==> src/rtl/bdp_pkg.sv <==
package bdp_pkg;
    typedef enum logic [2:0] {
        ST_IDLE    = 3'd0,
        ST_DRIVE   = 3'd1,
        ST_CAPTURE = 3'd2,
        ST_COMPARE = 3'd3,
        ST_DONE    = 3'd4
    } bdp_state_t;
endpackage

==> src/rtl/bdp_fsm.sv <==
module bdp_fsm
    import bdp_pkg::*;
(
    input  logic clk,
    input  logic rst_n,
    input  logic start,
    output logic accept,
    output logic drive_en,
    output logic cap_en,
    output logic cmp_en,
    output logic done
);
    bdp_state_t state_q, state_d;

    always_ff @(posedge clk or negedge rst_n) begin
        if (!rst_n) state_q <= ST_IDLE;
        else        state_q <= state_d;
    end

    always_comb begin
        state_d  = state_q;
        accept   = 1'b0;
        drive_en = 1'b0;
        cap_en   = 1'b0;
        cmp_en   = 1'b0;
        done     = 1'b0;
        unique case (state_q)
            ST_IDLE: begin
                if (start) begin
                    accept  = 1'b1;
                    state_d = ST_DRIVE;
                end
            end
            ST_DRIVE: begin
                drive_en = 1'b1;
                cap_en   = 1'b1;
                state_d  = ST_CAPTURE;
            end
            ST_CAPTURE: state_d = ST_COMPARE;
            ST_COMPARE: begin
                cmp_en  = 1'b1;
                state_d = ST_DONE;
            end
            ST_DONE: begin
                done    = 1'b1;
                state_d = ST_IDLE;
            end
            default: state_d = ST_IDLE;
        endcase
    end

    // drive window lasts one cycle
    a_r2_drive_single: assert property (@(posedge clk) disable iff (!rst_n)
        drive_en |=> !drive_en);
    // done is one cycle wide
    a_r7_done_pulse: assert property (@(posedge clk) disable iff (!rst_n)
        done |=> !done);
    // compare is followed by done
    a_r7_done_after_cmp: assert property (@(posedge clk) disable iff (!rst_n)
        cmp_en |=> done);
    // start while busy never opens a drive window
    a_r8_busy_start: assert property (@(posedge clk) disable iff (!rst_n)
        (start && state_q != ST_IDLE) |=> !drive_en);
endmodule

==> src/rtl/bdp_diff.sv <==
module bdp_diff #(
    parameter int W = 16
) (
    input  logic [W-1:0] a,
    input  logic [W-1:0] b,
    output logic         any_diff
);
    logic [W-1:0] bit_diff;

    for (genvar i = 0; i < W; i++) begin : g_bit
        assign bit_diff[i] = a[i] ^ b[i];
    end

    assign any_diff = |bit_diff;
endmodule

==> src/rtl/bdp_datapath.sv <==
module bdp_datapath #(
    parameter int W = 16
) (
    input  logic         clk,
    input  logic         rst_n,
    input  logic         accept,
    input  logic         cap_en,
    input  logic         cmp_en,
    input  logic [W-1:0] test_word,
    input  logic [W-1:0] bus_in,
    output logic [W-1:0] launch_q,
    output logic [W-1:0] cap_q,
    output logic         flag_q
);
    logic diff;

    bdp_diff #(.W(W)) u_diff (
        .a        (launch_q),
        .b        (cap_q),
        .any_diff (diff)
    );

    always_ff @(posedge clk or negedge rst_n) begin
        if (!rst_n) begin
            launch_q <= '0;
            cap_q    <= '0;
            flag_q   <= 1'b0;
        end else begin
            if (accept) launch_q <= test_word;
            if (cap_en) cap_q <= bus_in;
            if (accept)      flag_q <= 1'b0;
            else if (cmp_en) flag_q <= diff;
        end
    end

    // capture register takes the bus value at the end of the drive cycle
    a_r3_capture: assert property (@(posedge clk) disable iff (!rst_n)
        cap_en |=> cap_q == $past(bus_in));
    // captured word holds between captures
    a_r9_cap_hold: assert property (@(posedge clk) disable iff (!rst_n)
        !cap_en |=> $stable(cap_q));
    // equal words give a clear flag, unequal words set it
    a_r5_equal: assert property (@(posedge clk) disable iff (!rst_n)
        (cmp_en && launch_q == cap_q) |=> !flag_q);
    a_r5_unequal: assert property (@(posedge clk) disable iff (!rst_n)
        (cmp_en && launch_q != cap_q) |=> flag_q);
    // flag is sticky and cleared by an accepted start
    a_r6_sticky: assert property (@(posedge clk) disable iff (!rst_n)
        (!cmp_en && !accept) |=> $stable(flag_q));
    a_r6_clear: assert property (@(posedge clk) disable iff (!rst_n)
        accept |=> !flag_q);
endmodule

==> src/rtl/bus_delay_probe.sv <==
module bus_delay_probe #(
    parameter int W = 16
) (
    input  logic         clk,
    input  logic         rst_n,
    input  logic         start,
    input  logic [W-1:0] test_word,
    output logic [W-1:0] bus_out,
    output logic         bus_oe,
    input  logic [W-1:0] bus_in,
    output logic [W-1:0] cap_word,
    output logic         mismatch,
    output logic         done
);
    logic accept, drive_en, cap_en, cmp_en;

    bdp_fsm u_fsm (
        .clk      (clk),
        .rst_n    (rst_n),
        .start    (start),
        .accept   (accept),
        .drive_en (drive_en),
        .cap_en   (cap_en),
        .cmp_en   (cmp_en),
        .done     (done)
    );

    bdp_datapath #(.W(W)) u_dp (
        .clk       (clk),
        .rst_n     (rst_n),
        .accept    (accept),
        .cap_en    (cap_en),
        .cmp_en    (cmp_en),
        .test_word (test_word),
        .bus_in    (bus_in),
        .launch_q  (bus_out),
        .cap_q     (cap_word),
        .flag_q    (mismatch)
    );

    assign bus_oe = drive_en;

    // after the capture edge the enable is low
    a_r4_release: assert property (@(posedge clk) disable iff (!rst_n)
        bus_oe |=> !bus_oe);
    // launched word is the one latched at acceptance
    a_r2_launch_word: assert property (@(posedge clk) disable iff (!rst_n)
        accept |=> (bus_oe && bus_out == $past(test_word)));
endmodule

==> config.mk <==
export PLATFORM = sky130hd
export DESIGN_NAME = bus_delay_probe
export DESIGN_NICKNAME = d
export VERILOG_FILES = /design/src/rtl/bdp_pkg.sv /design/src/rtl/bdp_fsm.sv /design/src/rtl/bdp_diff.sv /design/src/rtl/bdp_datapath.sv /design/src/rtl/bus_delay_probe.sv
export SDC_FILE = /design/constraint.sdc
export NUM_CORES = 1
export LEC_CHECK = 0
export ABC_CLOCK_PERIOD_IN_PS = 2150
export CAP_MARGIN = 20
export CORE_MARGIN = 1
export CORE_UTILIZATION = 41
export DETAILED_ROUTE_END_ITERATION = 8
export PLACE_DENSITY = 0.78
export SYNTH_ARGS = -nofsm -noshare
export SYNTH_HDL_FRONTEND = slang
export SYNTH_SLANG_ARGS = --single-unit
export TNS_END_PERCENT = 20
==> constraint.sdc <==
create_clock -name clk -period 2.15 [get_ports clk]
set_input_delay 0.43 -clock clk [delete_from_list [all_inputs] [get_ports clk]]
set_output_delay 0.43 -clock clk [all_outputs]
set_load 0.005 [all_outputs]
==> insert_results.sql, run 1 <==
INSERT INTO impl_metrics (metric_group, metric, value, unit) VALUES
('timing', 'count_of_endpoints_failing_setup_in_the_final_report', '0', ''),
('clock_network', 'cts_max_path_buffers', '2', ''),
('cells_and_area', 'num_antenna_cells', '0', ''),
('clock_network', 'clkSinkCount', '36', ''),
('yosys', 'synthesis.instances', '103', ''),
('power_and_ir_drop', 'combPwrFrac', '48.8', '%'),
('floorplanning', 'core_region_area', '3689', 'µm²'),
('drt', 'detail_route.first_pass.iterations', '2', ''),
('yosys', 'post-synth-top-area-cell', 'dfrtp_1', ''),
('critical_path', 'worstPathCellList', 'nor3b_4 -> clkdlybuf4s50_1', ''),
('critical_path', 'max_fo_critical_path', '6', ''),
('floorplanning', 'ios', '70', ''),
('global_routing', 'global_route.overflow_total', '0', ''),
('cells_and_area', 'layout.filler_cells', '292', ''),
('cells_and_area', 'most_common_cell_after_layout_fill_and_taps_aside', 'clkdlybuf4s50_1', ''),
('yosys', 'ys_seq_area_share', '56.47', '%'),
('floorplanning', 'die-width', '64.38', 'µm'),
('yosys', 'postSynthNetCount', '138', ''),
('global_routing', 'grt_pass1_wl', '6.161', 'mm'),
('critical_path', 'crit_type', 'reg -> out', ''),
('power_and_ir_drop', 'report.power.total', '3.750', 'mW'),
('cells_and_area', 'final_net_count', '215', ''),
('critical_path', 'critical-path-slowest-cell', 'clkdlybuf4s50_1', ''),
('clock_network', 'clkLatencyLatePin', '0.28', 'ns'),
('cells_and_area', 'synthToLayoutAreaGrowth', '52.63', '%'),
('critical_path', 'worst_setup_path_start_kind', 'flip-flop', ''),
('yosys', 'synthesized_flop_and_latch_total', '36', ''),
('drt', 'drt_iter0_markers', '44', ''),
('power_and_ir_drop', 'sequentialPowerShare', '37.8', '%'),
('clock_network', 'path_clk_slew', '0.07', 'ns'),
('cells_and_area', 'fin_util', '66.01', '%'),
('clock_network', 'cts-buffers-inserted', '5', ''),
('clock_network', 'cts_root_buffer', 'clkbuf_8', ''),
('clock_network', 'hold_buffers', '0', ''),
('drt', 'routed-via-count', '1098', ''),
('global_routing', 'largest_net_degree_at_the_start_of_global_routing', '37', ''),
('timing', 'timing.final.max_slew_violations', '0', ''),
('yosys', 'yosys-top-cells-area', 'dfrtp_1 (56%), mux2_2 (16%), xnor2_1 (9.3%)', ''),
('critical_path', 'crit_family', 'buffers and inverters', ''),
('floorplanning', 'floorplan.die_area', '4144', 'µm²'),
('power_and_ir_drop', 'leakage', '0.9819', 'nW'),
('clock_network', 'cts_max_level', '2', ''),
('critical_path', 'worst_r2r_startpoint', 'u_fsm.state_q[0]', ''),
('outcome', 'run_status', 'finished, final reports clean', ''),
('floorplanning', 'initial_core_util', '43.25', '%'),
('power_and_ir_drop', 'power.switching_fraction', '30.57', '%'),
('floorplanning', 'die_h', '64.38', 'µm'),
('power_and_ir_drop', 'worst_ir_drop_vdd', '0.8532', 'mV'),
('timing', 'relSlewSlack', '70.13', '%'),
('placement', 'place.detailed.hpwl', '2.786', 'mm'),
('placement', 'io_buffer_count', '69', ''),
('yosys', 'yosys_warnings', '0', ''),
('timing', 'max_slew.worst_pin.slew', '0.4480', 'ns'),
('drt', 'detail_route.wirelength', '3.688', 'mm'),
('timing', 'setup_repair_after_global_routing_missed_its_margin', 'false', ''),
('drt', 'drc_errors', '0', ''),
('critical_path', 'cp.required', '1.72', 'ns'),
('power_and_ir_drop', 'cellInternalPower', '2.604', 'mW'),
('run', 'max_cap_violations', '0', ''),
('global_routing', 'grt_util_all_layers', '20.61', '%'),
('cells_and_area', 'layout_common_cells', 'clkdlybuf4s50_1 (69), dfrtp_1 (36), mux2_2 (23)', ''),
('clock_network', 'tritoncts', 'yes', ''),
('critical_path', 'critical_path.endpoint_type', 'output pin', ''),
('drt', 'viasPerCell', '4.816', ''),
('clock_network', 'post-cts-setup-buffer-count', '0', ''),
('global_routing', 'grt_pass1_vias', '1267', ''),
('power_and_ir_drop', 'clock_power_share', '13.5', '%'),
('timing', 'fin_crit_sh', '94.77', '%'),
('critical_path', 'cp-startpoint', 'u_fsm.state_q[0]', ''),
('drt', 'ant_nets_after_route', '0', ''),
('drt', 'routed_wire_length_per_instance', '16.18', 'µm');
==> cells by family after synthesis <==
logic type,Yosys count,share of synthesized area (%)
AND/OR/NAND/NOR,13,6.352
AO/OA/AOI/OAI,2,0.7842
flip-flops,36,56.47
XOR/XNOR,17,9.333
buffers and inverters,3,2.353
multiplexers,32,24.71
==> synthesized netlist by cell type <==
master and n:
nor3b_4 1, nor3_1 1, buf_8 1, nor2_1 3, nor3b_1 1, nor4_1 1, dfrtp_1 36, nand2_1 1
buf_6 2, a21oi_1 1, nand4_1 4, xnor2_1 17, mux2_2 23, nor4b_4 1, o21bai_1 1, mux2_4 9
==> power by group through the flow <==
stage	clock network [mW]	logic (mW)	registers, mW
after floorplan	0	0.977	1.37
after global placement	0	1.80	1.41
after detailed placement	0	1.85	1.43
after CTS	0.516	1.86	1.43
after global routing	0.545	1.98	1.48
final	0.505	1.83	1.42
==> worst paths after layout <==
check	endpoint	slack, ns	cells past startpoint
setup / recovery	bus_oe	0.11	2
hold / removal	u_dp.cap_q[7]	0.56	2
setup reg to reg	u_dp.cap_q[11]	0.61	3
hold reg to reg	u_dp.cap_q[5]	0.56	1
max in group asynchronous	u_dp.launch_q[1]	1.27	2
min in group clk	u_dp.cap_q[5]	0.56	1
==> metrics by stage <==
step	instances	setup slack [ns]	area, µm²
6_report	228	0.1123	2435
5_1_grt	228	0.05453	2435
4_1_cts	228	0.09563	2435
3_5_place_dp	221	0.3123	2338
3_3_place_gp	221	0.3342	2338
2_1_floorplan	103	0.5532	1595
==> state kept, by name (all words and copies together), names as in the netlist <==
register       flops
u_dp.cap_q        16
u_dp.flag_q        1
u_dp.launch_q     16
u_fsm.state_q      3
==> layer usage <==
layer	share of wire, %	vias to the layer above	global-route usage, %
li1	-	513	-
met1	42	531	22.12
met2	50	47	36.18
met3	5.8	7	6.429
met4	2.1	0	10.28
met5	0	-	0
==> cell type report <==
| cell class | instances | area [µm²] | share of cell area, % |
|---|---|---|---|
| sequential | 36 | 900.9 | 37.00 |
| timing repair buffer | 73 | 720.7 | 29.60 |
| clock buffer | 7 | 96.34 | 3.957 |
| tap | 48 | 60.06 | 2.467 |
| multi-input combinational | 64 | 656.9 | 26.98 |
Note: power is estimated with default switching activity, not from simulation.
==> run 2, diff against run 1 <==
--- a/config.mk
+++ b/config.mk
@@ -5,12 +5,13 @@
 export SDC_FILE = /design/constraint.sdc
 export NUM_CORES = 1
 export LEC_CHECK = 0
+export ABC_AREA = 1
 export ABC_CLOCK_PERIOD_IN_PS = 2150
 export CAP_MARGIN = 20
 export CORE_MARGIN = 1
-export CORE_UTILIZATION = 41
+export CORE_UTILIZATION = 42
 export DETAILED_ROUTE_END_ITERATION = 8
-export PLACE_DENSITY = 0.78
+export PLACE_DENSITY = 0.8
 export SYNTH_ARGS = -nofsm -noshare
 export SYNTH_HDL_FRONTEND = slang
 export SYNTH_SLANG_ARGS = --single-unit
==> insert_results.sql, run 2 <==
INSERT INTO impl_metrics (metric_group, metric, value, unit) VALUES
('drt', 'detail_route.wirelength', '3.571', 'mm'),
('outcome', 'run_status', 'finished, final reports clean', ''),
('critical_path', 'crit_type', 'reg -> out', ''),
('clock_network', 'cts-buffers-inserted', '5', ''),
('cells_and_area', 'most_common_cell_after_layout_fill_and_taps_aside', 'clkdlybuf4s50_1', ''),
('yosys', 'synth_edf_count', '0', ''),
('cells_and_area', 'layout.filler_cells', '322', ''),
('yosys', 'synthesized_flop_and_latch_total', '36', ''),
('timing', 'setup_total_negative_slack', '0', 'ns'),
('drt', 'routed-via-count', '1431', ''),
('floorplanning', 'core_region_area', '3689', 'µm²'),
('clock_network', 'post-cts-setup-buffer-count', '0', ''),
('global_routing', 'antenna_found_initial', '0', ''),
('yosys', 'synthMostInstantiatedCell', 'nand2_1', ''),
('timing', 'count_of_endpoints_failing_setup_in_the_final_report', '0', ''),
('critical_path', 'cp.required', '1.72', 'ns'),
('critical_path', 'crit-reg2reg-capture', 'u_dp.launch_q[2]', ''),
('yosys', 'yosys_warnings', '0', ''),
('clock_network', 'clkSinkCount', '36', ''),
('drt', 'ant_nets_after_route', '0', ''),
('yosys', 'ys_seq_area_share', '55.68', '%'),
('timing', 'timing.final.max_slew_violations', '0', ''),
('timing', 'relSlewSlack', '47.95', '%'),
('floorplanning', 'floorplan.die_area', '4104', 'µm²'),
('placement', 'gp_congestion', '0.7762', ''),
('drt', 'drt_iter0_markers', '59', ''),
('drt', 'route.top_layer_used', 'met4', ''),
('clock_network', 'cts-resized-gates', '0', ''),
('cells_and_area', 'final_net_count', '299', ''),
('critical_path', 'register_to_register_setup_slack', '0.70', 'ns'),
('floorplanning', 'die-width', '64.07', 'µm'),
('cells_and_area', 'synthToLayoutAreaGrowth', '51.12', '%'),
('global_routing', 'grt_pass1_wl', '6.147', 'mm'),
('timing', 'worst_hold_slack', '0.2186', 'ns'),
('worst_hold_path', 'holdCritPathClass', 'in -> async', ''),
('timing', 'setup_repair_after_global_routing_missed_its_margin', 'false', ''),
('power_and_ir_drop', 'leakage', '1.156', 'nW'),
('yosys', 'synth_area', '1618', 'µm²'),
('drt', 'wl_met1', '1.582', 'mm'),
('drt', 'wl_met3', '263', 'µm'),
('clock_network', 'cts_root_buffer', 'clkbuf_8', ''),
('floorplanning', 'initial_core_util', '43.86', '%'),
('yosys', 'synthesis.instances', '192', ''),
('global_routing', 'grt_util_all_layers', '20.11', '%'),
('floorplanning', 'placement_rows', '22', ''),
('placement', 'io_buffer_count', '69', ''),
('clock_network', 'path_clk_slew', '0.07', 'ns'),
('placement', 'place_worst_setup_slack', '0.3453', 'ns'),
('cells_and_area', 'seq_area', '900.9', 'µm²'),
('drt', 'routed_wire_length_per_instance', '11.41', 'µm'),
('run', 'max_cap_violations', '0', ''),
('yosys', 'post-synth-top-area-cell', 'dfrtp_1', ''),
('yosys', 'postSynth.topFlopCell', 'dfrtp_1', ''),
('yosys', 'postSynthNetCount', '227', ''),
('cells_and_area', 'final_area', '2445', 'µm²'),
('power_and_ir_drop', 'report.power.total', '3.420', 'mW'),
('cells_and_area', 'reg_top3', 'u_dp.cap_q: 16 flops, u_dp.launch_q: 16 flops, u_fsm.state_q: 3 flops', ''),
('clock_network', 'cts_max_path_buffers', '2', ''),
('placement', 'placed_cells', '305', ''),
('yosys', 'yosys-top-cells-area', 'dfrtp_1 (56%), nand2_1 (14%), inv_1 (5.6%)', ''),
('cells_and_area', 'final_layout_size_suffix_gt1_share', '6.038', '%'),
('yosys', 'async_set_or_reset_register_ratio_after_synthesis', '100.0', '%'),
('critical_path', 'worst_r2r_startpoint', 'u_fsm.state_q[1]', ''),
('cells_and_area', 'layout_common_cells', 'clkdlybuf4s50_1 (68), nand2_1 (60), dfrtp_1 (36)', ''),
('critical_path', 'cp_data_arrival_time', '1.51', 'ns'),
('critical_path', 'worst_setup_path_start_kind', 'flip-flop', ''),
('yosys', 'netlist-cell-type-count', '17', ''),
('cells_and_area', 'multi_input_comb_area', '600.6', 'µm²'),
('placement', 'place.detailed.hpwl', '2.664', 'mm'),
('yosys', 'synth_area_per_cell', '8.426', 'µm²'),
('drt', 'drc_errors', '0', ''),
('timing', 'fin_crit_sh', '90.34', '%'),
('timing', 'post-route-worst-setup-slack', '0.2076', 'ns'),
('global_routing', 'largest_net_degree_at_the_start_of_global_routing', '37', ''),
('drt', 'detailroute.wirelength.met2', '1.674', 'mm'),
('global_routing', 'grt_pass1_vias', '1385', ''),
('floorplanning', 'die_h', '64.07', 'µm'),
('timing', 'max_clock_freq', '514.8', 'MHz'),
('global_routing', 'global_route.overflow_total', '0', ''),
('critical_path', 'critical_path.endpoint_type', 'output pin', ''),
('power_and_ir_drop', 'power_per_cell_area', '1399', 'nW/µm²'),
('timing', 'max_slew.worst_pin.slew', '0.7807', 'ns'),
('critical_path', 'cp-startpoint', 'u_fsm.state_q[1]', ''),
('yosys', 'post-synth-top-area-fraction', '55.68', '%'),
('floorplanning', 'ios', '70', ''),
('cells_and_area', 'layoutNonFillerInstCount', '313', ''),
('timing', 'hold_viol', '0', ''),
('critical_path', 'r2r.worst_path.cells', '3', ''),
('clock_network', 'hold_buffers', '0', ''),
('cells_and_area', 'fin_util', '66.28', '%'),
('critical_path', 'max_fo_critical_path', '5', ''),
('drt', 'viasPerCell', '4.572', ''),
('drt', 'detail_route.first_pass.iterations', '4', ''),
('timing', 'worst_clock_skew', '0.003989', 'ns'),
('power_and_ir_drop', 'worst_ir_drop_vdd', '0.8180', 'mV'),
('placement', 'placement.cell_area', '2352', 'µm²'),
('cells_and_area', 'num_antenna_cells', '0', ''),
('yosys', 'yosys-top-cells-count', 'nand2_1 (60), dfrtp_1 (36), inv_1 (24)', ''),
('clock_network', 'clkLatencyLatePin', '0.28', 'ns'),
('clock_network', 'tritoncts', 'yes', ''),
('timing', 'fin_crit', '1.942', 'ns'),
('clock_network', 'cts_max_level', '2', '');
-- run 2: changes by cell type after synthesis, moves of 3 or more --
| cell | before | now |
|---|---|---|
| inv_1 | 0 | 24 |
| xor2_1 | 0 | 4 |
| buf_2 | 0 | 5 |
| nand2_1 | 1 | 60 |
| a21oi_1 | 1 | 11 |
| mux2_1 | 0 | 5 |
| mux2_2 | 23 | 0 |
| o21ai_0 | 0 | 3 |
| nand4_1 | 4 | 0 |
| mux2_4 | 9 | 0 |
| o21ai_1 | 0 | 13 |
| nor2_1 | 3 | 20 |
| xnor2_1 | 17 | 0 |
-- run 2: per-layer routing --
metal | up-vias | global-route usage [%]
li1 | 734 | -
met1 | 648 | 23.95
met2 | 43 | 32.71
met3 | 6 | 7.679
met4 | 0 | 7.670
met5 | - | 0
-- run 2: cell type report --
type | count | share of cell area, %
clock buffer | 6 | 3.378
clock inverter | 2 | 0.4094
inverter | 26 | 3.992
multi-input combinational | 125 | 24.57
sequential | 36 | 36.85
tap | 48 | 2.457
timing repair buffer | 70 | 28.35
-- run 2: power by group --
part / leakage [nW] / total [mW] / internal [mW] / switching, mW
clock network: 0.0510 / 0.485 / 0.255 / 0.229
registers: 0.423 / 1.30 / 1.01 / 0.291
logic: 0.683 / 1.63 / 0.912 / 0.719
total: 1.16 / 3.42 / 2.18 / 1.24
-- run 2: worst max path at each step --
stage / end / slack [ns] / cells after the start
final: bus_oe / 0.21 / 2
after global routing: done / 0.08 / 3
after CTS: bus_oe / 0.18 / 2
after detailed placement: u_dp.launch_q[2] / 0.35 / 3
after global placement: u_dp.launch_q[10] / 0.37 / 3
after floorplan: bus_oe / 0.90 / 2
-- run 2: cell families after synthesis --
family | Yosys count | share of synthesized area (%)
buffers and inverters | 31 | 7.579
flip-flops | 36 | 55.68
XOR/XNOR | 4 | 2.165
multiplexers | 5 | 3.480
AO/OA/AOI/OAI | 27 | 8.352
AND/OR/NAND/NOR | 89 | 22.74
-- run 2: critical path, cell delays in order (launching register included) --
cell and delay [ns]:
dfrtp_1 0.45, nor3_4 0.25, clkdlybuf4s50_1 0.53
==> run 3, diff against run 2 <==
--- a/config.mk
+++ b/config.mk
@@ -6,7 +6,7 @@
 export NUM_CORES = 1
 export LEC_CHECK = 0
 export ABC_AREA = 1
-export ABC_CLOCK_PERIOD_IN_PS = 2150
+export ABC_CLOCK_PERIOD_IN_PS = 1900
 export CAP_MARGIN = 20
 export CORE_MARGIN = 1
 export CORE_UTILIZATION = 42
==> constraint.sdc (replaced) <==
create_clock -name clk -period 1.9 [get_ports clk]
set_input_delay 0.38 -clock clk [delete_from_list [all_inputs] [get_ports clk]]
set_output_delay 0.38 -clock clk [all_outputs]
set_load 0.005 [all_outputs]
==> insert_results.sql, run 3 (same netlist as run 2, synthesis figures left out) <==
INSERT INTO impl_metrics (metric_group, metric, value, unit) VALUES
('clock_network', 'cts_max_level', '2', ''),
('cells_and_area', 'synthToLayoutAreaGrowth', '53.52', '%'),
('critical_path', 'critical_path.endpoint_type', 'output pin', ''),
('global_routing', 'grt_pass1_vias', '1457', ''),
('timing', 'max_clock_freq', '556.8', 'MHz'),
('placement', 'io_buffer_count', '69', ''),
('critical_path', 'worst_setup_path_start_kind', 'flip-flop', ''),
('timing', 'worst_hold_slack', '0.04025', 'ns'),
('global_routing', 'grt_util_all_layers', '20.73', '%'),
('critical_path', 'critical-path-slowest-cell', 'clkdlybuf4s50_1', ''),
('clock_network', 'tritoncts', 'yes', ''),
('timing', 'relSlewSlack', '69.33', '%'),
('global_routing', 'grt_pass1_wl', '6.320', 'mm'),
('outcome', 'run_status', 'finished, final reports clean', ''),
('critical_path', 'register_to_register_setup_slack', '0.45', 'ns'),
('critical_path', 'timing.critical_path.buf_inv', '1', ''),
('worst_hold_path', 'holdCritPathClass', 'in -> async', ''),
('timing', 'fin_crit_sh', '94.53', '%'),
('critical_path', 'crit-reg2reg-capture', 'u_dp.cap_q[10]', ''),
('floorplanning', 'placement_rows', '22', ''),
('floorplanning', 'die_h', '64.07', 'µm'),
('global_routing', 'global_route.overflow_total', '0', ''),
('floorplanning', 'core_region_area', '3689', 'µm²'),
('placement', 'place.detailed.hpwl', '2.822', 'mm'),
('cells_and_area', 'most_common_cell_after_layout_fill_and_taps_aside', 'clkdlybuf4s50_1', ''),
('clock_network', 'cts_max_path_buffers', '2', ''),
('cells_and_area', 'final_layout_size_suffix_gt1_share', '7.463', '%'),
('timing', 'hold_viol', '0', ''),
('critical_path', 'cp.required', '1.52', 'ns'),
('power_and_ir_drop', 'clock_power_share', '14.0', '%'),
('cells_and_area', 'layout_common_cells', 'clkdlybuf4s50_1 (67), nand2_1 (60), dfrtp_1 (34)', ''),
('power_and_ir_drop', 'combPwrFrac', '48.1', '%'),
('global_routing', 'largest_net_degree_at_the_start_of_global_routing', '30', ''),
('run', 'max_cap_violations', '0', ''),
('power_and_ir_drop', 'worst_ir_drop_vdd', '0.8275', 'mV'),
('drt', 'ant_nets_after_route', '0', ''),
('drt', 'drc_errors', '0', ''),
('floorplanning', 'die-width', '64.07', 'µm'),
('critical_path', 'r2r.worst_path.cells', '6', ''),
('drt', 'viasPerCell', '4.668', ''),
('power_and_ir_drop', 'cellInternalPower', '2.497', 'mW'),
('clock_network', 'clkSinkCount', '36', ''),
('power_and_ir_drop', 'power.switching_fraction', '36.07', '%'),
('clock_network', 'cts_root_buffer', 'clkbuf_8', ''),
('timing', 'setup_repair_after_global_routing_missed_its_margin', 'false', ''),
('placement', 'gp_congestion', '0.7437', ''),
('drt', 'routed_wire_length_per_instance', '11.83', 'µm'),
('critical_path', 'worstPathCellList', 'nor3_2 -> clkdlybuf4s50_1', ''),
('timing', 'fin_crit', '1.796', 'ns'),
('cells_and_area', 'layout.filler_cells', '322', ''),
('timing', 'timing.final.max_slew_violations', '0', ''),
('timing', 'max_slew.worst_pin.slew', '0.4601', 'ns'),
('drt', 'detail_route.first_pass.iterations', '4', ''),
('power_and_ir_drop', 'sequentialPowerShare', '37.8', '%'),
('timing', 'setup_total_negative_slack', '0', 'ns'),
('power_and_ir_drop', 'leakage', '1.173', 'nW'),
('critical_path', 'crit_family', 'buffers and inverters', ''),
('clock_network', 'clkLatencyLatePin', '0.28', 'ns'),
('global_routing', 'antenna_found_initial', '0', ''),
('critical_path', 'cp_slowest_stage_delay', '0.51', 'ns'),
('power_and_ir_drop', 'power.net_switching', '1.409', 'mW'),
('timing', 'count_of_endpoints_failing_setup_in_the_final_report', '0', ''),
('cells_and_area', 'final_net_count', '302', ''),
('critical_path', 'max_fo_critical_path', '5', ''),
('cells_and_area', 'num_antenna_cells', '0', ''),
('floorplanning', 'initial_core_util', '43.86', '%'),
('critical_path', 'cp_data_arrival_time', '1.42', 'ns'),
('cells_and_area', 'reg_top3', 'u_dp.cap_q: 16 flops, u_dp.launch_q: 16 flops, u_fsm.state_q: 3 flops', ''),
('drt', 'drt_iter0_markers', '44', ''),
('clock_network', 'path_clk_slew', '0.07', 'ns'),
('critical_path', 'crit_type', 'reg -> out', ''),
('critical_path', 'worst_r2r_startpoint', 'u_fsm.state_q[2]', ''),
('floorplanning', 'floorplan.die_area', '4104', 'µm²'),
('timing', 'worst_clock_skew', '0.004338', 'ns'),
('floorplanning', 'ios', '70', ''),
('power_and_ir_drop', 'power_per_cell_area', '1572', 'nW/µm²'),
('clock_network', 'cts-buffers-inserted', '5', ''),
('drt', 'detail_route.wirelength', '3.738', 'mm'),
('drt', 'routed-via-count', '1475', '');
-- run 3: final cells by class --
cell class	count	area [µm²]	share of cell area, %
clock buffer	8	90.09	3.627
inverter	26	97.59	3.929
multi-input combinational	125	605.6	24.38
sequential	36	903.4	36.37
tap	48	60.06	2.418
timing repair buffer	73	726.9	29.27
-- run 3: power by group through the flow --
| stage | registers [mW] | logic (mW) | clock network (mW) |
|---|---|---|---|
| global placement | 1.48 | 1.83 | 0 |
| detailed placement | 1.49 | 1.87 | 0 |
| global route | 1.54 | 2.10 | 0.613 |
| floorplan | 1.47 | 0.880 | 0 |
| finish | 1.48 | 1.88 | 0.548 |
| CTS | 1.48 | 1.88 | 0.564 |
-- run 3: worst max path at each step --
stage,start,end,cells after the start
after global routing,u_fsm.state_q[0],done,2
after detailed placement,start,u_dp.launch_q[6],5
final,u_fsm.state_q[0],done,2
after global placement,start,u_dp.launch_q[5],5
after CTS,u_fsm.state_q[2],done,3
after floorplan,u_fsm.state_q[1],bus_oe,2
-- run 3: repair_timing --
action / 4_1_cts / 5_1_grt
pin swaps: 0 / 0
endpoints found under the setup margin: 1 / 1
setup buffers: 0 / 1
resized for setup: 3 / 1
hold buffers: 0 / 0
-- run 3: metrics by stage --
step                cells  power (mW)  utilization, %  setup slack [ns]  cell area [µm²]
floorplan             192       2.349               -            0.7035             1618
CTS                   315       3.930           66.99           0.06887             2471
global route          316       4.250           67.33          0.008716             2484
detailed placement    307       3.362           64.52            0.2867             2380
global placement      307       3.311           64.52            0.3008             2380
finish                316       3.905           67.33            0.1039             2484
-- run 3: metal layers --
| layer | global-route usage (%) | vias to the layer above | part of all wire, % |
|---|---|---|---|
| li1 | - | 740 | - |
| met1 | 23.89 | 677 | 44 |
| met2 | 35.37 | 49 | 47 |
| met3 | 7.143 | 9 | 6.8 |
| met4 | 7.670 | 0 | 2.4 |
| met5 | 0 | - | 0 |
